$ cat src/rtl/xbus_ctrl.sv
module xbus_ctrl #(
  parameter int AW = 16,
  parameter int DW = 8
) (
  input  logic          clk,
  input  logic          rst_n,
  input  logic          req_valid,
  input  logic [AW-1:0] req_addr,
  input  logic          req_we,
  input  logic [DW-1:0] req_wdata,
  output logic          req_ready,
  output logic [DW-1:0] rd_data,
  input  logic [1:0]    cfg_ws_lo,
  input  logic [1:0]    cfg_ws_hi,
  input  logic [AW-DW-1:0] cfg_bound,
  input  logic          keep_en,
  output logic [DW-1:0] ad_o,
  output logic          ad_oe,
  output logic          ad_keep,
  input  logic [DW-1:0] ad_i,
  output logic [AW-DW-1:0] a_hi,
  output logic          ale,
  output logic          rd_n,
  output logic          wr_n
);
  localparam int HW = AW - DW;

  typedef enum logic [2:0] {S_IDLE, S_ADDR, S_HOLD, S_STRB, S_END, S_GAP} st_t;

  st_t          st;
  logic [AW-1:0] addr_q;
  logic          we_q;
  logic [DW-1:0] wd_q;
  logic [1:0]    cnt, last_q;
  logic          gap_q;
  logic [DW-1:0] rd_q, kept_q;
  logic [DW-1:0] drv;

  logic       upper;
  logic [1:0] ws_sel;
  logic [1:0] ext;
  logic       strb_last;

  assign upper     = req_addr[AW-1:DW] >= cfg_bound;
  assign ws_sel    = upper ? cfg_ws_hi : cfg_ws_lo;
  assign ext       = (ws_sel == 2'd0) ? 2'd0 : (ws_sel == 2'd1) ? 2'd1 : 2'd2;
  assign strb_last = (st == S_STRB) && (cnt == last_q);

  always_ff @(posedge clk or negedge rst_n) begin
    if (!rst_n) begin
      st     <= S_IDLE;
      addr_q <= '0;
      we_q   <= 1'b0;
      wd_q   <= '0;
      cnt    <= '0;
      last_q <= '0;
      gap_q  <= 1'b0;
      rd_q   <= '0;
    end else begin
      case (st)
        S_IDLE: if (req_valid) begin
          addr_q <= req_addr;
          we_q   <= req_we;
          wd_q   <= req_wdata;
          last_q <= ext;
          gap_q  <= (ws_sel == 2'd3);
          st     <= S_ADDR;
        end
        S_ADDR: st <= S_HOLD;
        S_HOLD: begin
          cnt <= '0;
          st  <= S_STRB;
        end
        S_STRB: begin
          if (cnt == last_q) begin
            if (!we_q) rd_q <= ad_i;
            st <= S_END;
          end else begin
            cnt <= cnt + 2'd1;
          end
        end
        S_END:   st <= gap_q ? S_GAP : S_IDLE;
        default: st <= S_IDLE;
      endcase
    end
  end

  always_ff @(posedge clk or negedge rst_n) begin
    if (!rst_n)                 kept_q <= '0;
    else if (ad_oe)             kept_q <= drv;
    else if (strb_last && !we_q) kept_q <= ad_i;
  end

  assign drv       = (st == S_ADDR || st == S_HOLD) ? addr_q[DW-1:0] : wd_q;
  assign ad_oe     = (st == S_ADDR) || (st == S_HOLD) ||
                     (we_q && (st == S_STRB || st == S_END));
  assign ad_o      = ad_oe ? drv : kept_q;
  assign ad_keep   = keep_en && !ad_oe;
  assign a_hi      = addr_q[AW-1:AW-HW];
  assign ale       = (st == S_ADDR);
  assign rd_n      = !((st == S_STRB) && !we_q);
  assign wr_n      = !((st == S_STRB) && we_q);
  assign req_ready = (st == S_END);
  assign rd_data   = rd_q;
endmodule

$ cat config.mk
export PLATFORM = sky130hd
export DESIGN_NAME = xbus_ctrl
export DESIGN_NICKNAME = d
export VERILOG_FILES = /design/src/rtl/xbus_ctrl.sv
export SDC_FILE = /design/constraint.sdc
export NUM_CORES = 1
export LEC_CHECK = 0
export BUFFER_PORTS_ARGS = -buffer_cell sky130_fd_sc_hd__buf_2
export CORE_ASPECT_RATIO = 0.5
export CORE_MARGIN = 4
export CORE_UTILIZATION = 55
export CTS_CLUSTER_DIAMETER = 200
export DETAILED_ROUTE_END_ITERATION = 7
export MAX_ROUTING_LAYER = met4
export PLACE_DENSITY = 0.85
export SLEW_MARGIN = 40
export SYNTH_ARGS = -nofsm -noshare
export SYNTH_HDL_FRONTEND = slang
export SYNTH_SLANG_ARGS = --single-unit
$ cat constraint.sdc
create_clock -name clk -period 3.1 [get_ports clk]
set_input_delay 0.62 -clock clk [delete_from_list [all_inputs] [get_ports clk]]
set_output_delay 0.62 -clock clk [all_outputs]
set_load 0.05 [all_outputs]
==> impl_metrics.json <==
{
  "clock_latency_ns": 0.30,
  "tightest_slew_ns": 0.770,
  "antenna_found_initial": 0,
  "timing.final.crit_share_pct": 92.7,
  "critPathKind": "reg -> out",
  "syn_area_per_cell_um2": 10.6,
  "ant_nets": 0,
  "grt_max_degree": 50,
  "grt_usage_pct": 19.8,
  "clk_pin_slew_ns": 0.09,
  "grt_pass1_vias": 1989,
  "ys_seq_area_share_pct": 48.8,
  "io_pins": 79,
  "grt-ovfl-total": 0,
  "final.setup.tns_ns": 0,
  "path_cells": "nor2_1 -> o31ai_4 -> nor2_1 -> a21oi_1 -> buf_2",
  "drt_first_pass_iters": 4,
  "yosysTopAreaCellShare_pct": 48.8,
  "status": "complete, no violations",
  "crit_path_frequent_cell": "nor2_1",
  "max_freq_ghz": 0.348,
  "cp_data_arrival_time_ns": 2.25,
  "layout-drive-gt1-share_pct": 40.9,
  "end_kind": "output port",
  "cp.required_ns": 2.48,
  "r2r_slack_ns": 1.05,
  "slowest_stage": "o31ai_4",
  "timing.hold.ws_ns": 0.319,
  "wirelength_um": 5240,
  "core-area_um2": 4400,
  "grt_pass1_wl_um": 9060,
  "yosys.area.top_type": "dfrtp_1",
  "wire_per_inst_um": 14.3,
  "slowest_delay_ns": 0.70,
  "synthTopCellsByCount": "49 x dfrtp_1, 34 x nand2_1, 25 x mux2_2, 16 x a21oi_1, 15 x nor2_1",
  "r2r-start": "st[1]$_DFFE_PN0P_",
  "cts_max_level": 2,
  "cts.repair.resized": 0,
  "period_minus_slack_ns": 2.87,
  "vias": 1950,
  "synthArstFlopShare_pct": 100,
  "num-fill-cells": 351,
  "syn_inst": 237,
  "synth_fp_nets": 294,
  "initial_core_util_pct": 57.0,
  "post_cts_buffers": 0,
  "multi_input_area_um2": 1120,
  "antenna_cells": 0,
  "final-seq-area_um2": 1230,
  "ys_warn_count": 0,
  "skew_ns": 0.00496,
  "cts_buffers": 5,
  "synth_flop_cell": "dfrtp_1",
  "slew-limit-headroom_pct": 48.7,
  "synthTopCellsByArea": "dfrtp_1 49%, mux2_2 11%, nand2_1 5.1%",
  "yosysMostFrequentCell": "dfrtp_1",
  "area_growth_pct": 19.8,
  "worstReg2RegEnd": "kept_q[3]$_DFFE_PN0P_",
  "die_x_um": 104,
  "synth.distinct_cells": 42,
  "maxCapViolCount": 0,
  "worstPathMaxFanout": 20,
  "hold_path_class": "in -> async",
  "place_congestion": 0.836,
  "drt-initial-drc-count": 77,
  "startpoint_type": "flop",
  "worstRegToRegCells": 5,
  "cts_tree": "yes",
  "synth-edff-count": 0,
  "die_area_um2": 5780,
  "cts_hold_buf": 0,
  "rows": 17,
  "hpwl_um": 3980,
  "fp.dieH_um": 55.8,
  "rsz0062_at_grt": "no",
  "layout.nets": 364,
  "clock-sinks": 49,
  "root_buffer": "clkbuf_8",
  "drcViolationCount": 0,
  "slew_viol_final": 0,
  "hold_violations": 0,
  "via_per_inst": 5.34,
  "clockBufferDepth": 2,
  "setup_viol": 0,
  "portBuffers": 78,
  "ys_ff_latch": 49,
  "netlist_area_um2": 2510
}
## final cells by class
cell class | count | share of cell area [%]
clock buffer | 6 | 2.74
clock inverter | 2 | 1.25
inverter | 12 | 1.50
multi-input combinational | 157 | 37.3
sequential | 49 | 40.7
tap | 57 | 2.37
timing repair buffer | 82 | 14.1
## kinds of logic after synthesis
logic type	after synthesis	share of synthesized area, %
simple gates	67	12.2
flops	49	48.8
compound gates	46	12.5
mux	33	14.4
buf+inv	31	7.03
fa+ha+maj	8	3.99
xor+xnor	3	1.05
## registers in the layout, indices dropped and copies added, names as in the netlist
name	cells
cnt	2
rd_data	8
gap_q	1
st	3
last_q	2
addr_q	16
wd_q	8
kept_q	8
we_q	1
## cell usage in the layout, fill, tap and decap left out, types with 2 or more instances in the layout
master,instances
o211a_1,2
mux2i_1,8
a21oi_1,16
a21oi_2,2
a211oi_1,3
inv_1,12
dfrtp_1,49
xor2_1,2
nand2_1,34
ha_1,8
a21boi_0,2
buf_4,5
a22oi_1,8
o21ai_0,5
nor2_1,15
o31ai_1,2
clkbuf_8,6
mux2_2,25
nand3_1,4
buf_2,77
## through the flow
stage | utilization [%] | instance area, µm² | worst slack [ns] | std cells
floorplan | - | 2510 | 0.316 | 237
global placement | 65.6 | 2890 | 0.696 | 357
detailed placement | 65.6 | 2890 | 0.572 | 357
CTS | 68.3 | 3010 | 0.226 | 365
global route | 68.3 | 3010 | 0.00737 | 365
finish | 68.3 | 3010 | 0.226 | 365
## critical path, delay by kind of cell, from the launching register on
kind	cells	cell delay, ns
buf+inv	1	0.29
flops	1	0.54
compound gates	2	0.87
simple gates	2	0.26
## worst max-delay path by stage
stage / from / to / slack (ns) / cells after the start
after global placement: st[1]$_DFFE_PN0P_ / ad_o[7] / 0.70 / 5
after global routing: st[1]$_DFFE_PN0P_ / ad_o[0] / 0.007 / 5
after CTS: st[1]$_DFFE_PN0P_ / ad_o[7] / 0.23 / 5
final: st[1]$_DFFE_PN0P_ / ad_o[4] / 0.23 / 5
after detailed placement: st[1]$_DFFE_PN0P_ / ad_o[7] / 0.57 / 5
after floorplan: st[0]$_DFFE_PN0P_ / ad_o[0] / 0.32 / 6
## metal layers
metal | wire [µm] | track usage (%)
met2 | 2680 | 34.1
met5 | 0 | -
met4 | 48 | 4.36
met1 | 2250 | 23.9
met3 | 256 | 4.98
Power is not shown: default switching activity piles up to over one toggle a cycle in this logic, so the estimate is an artifact.
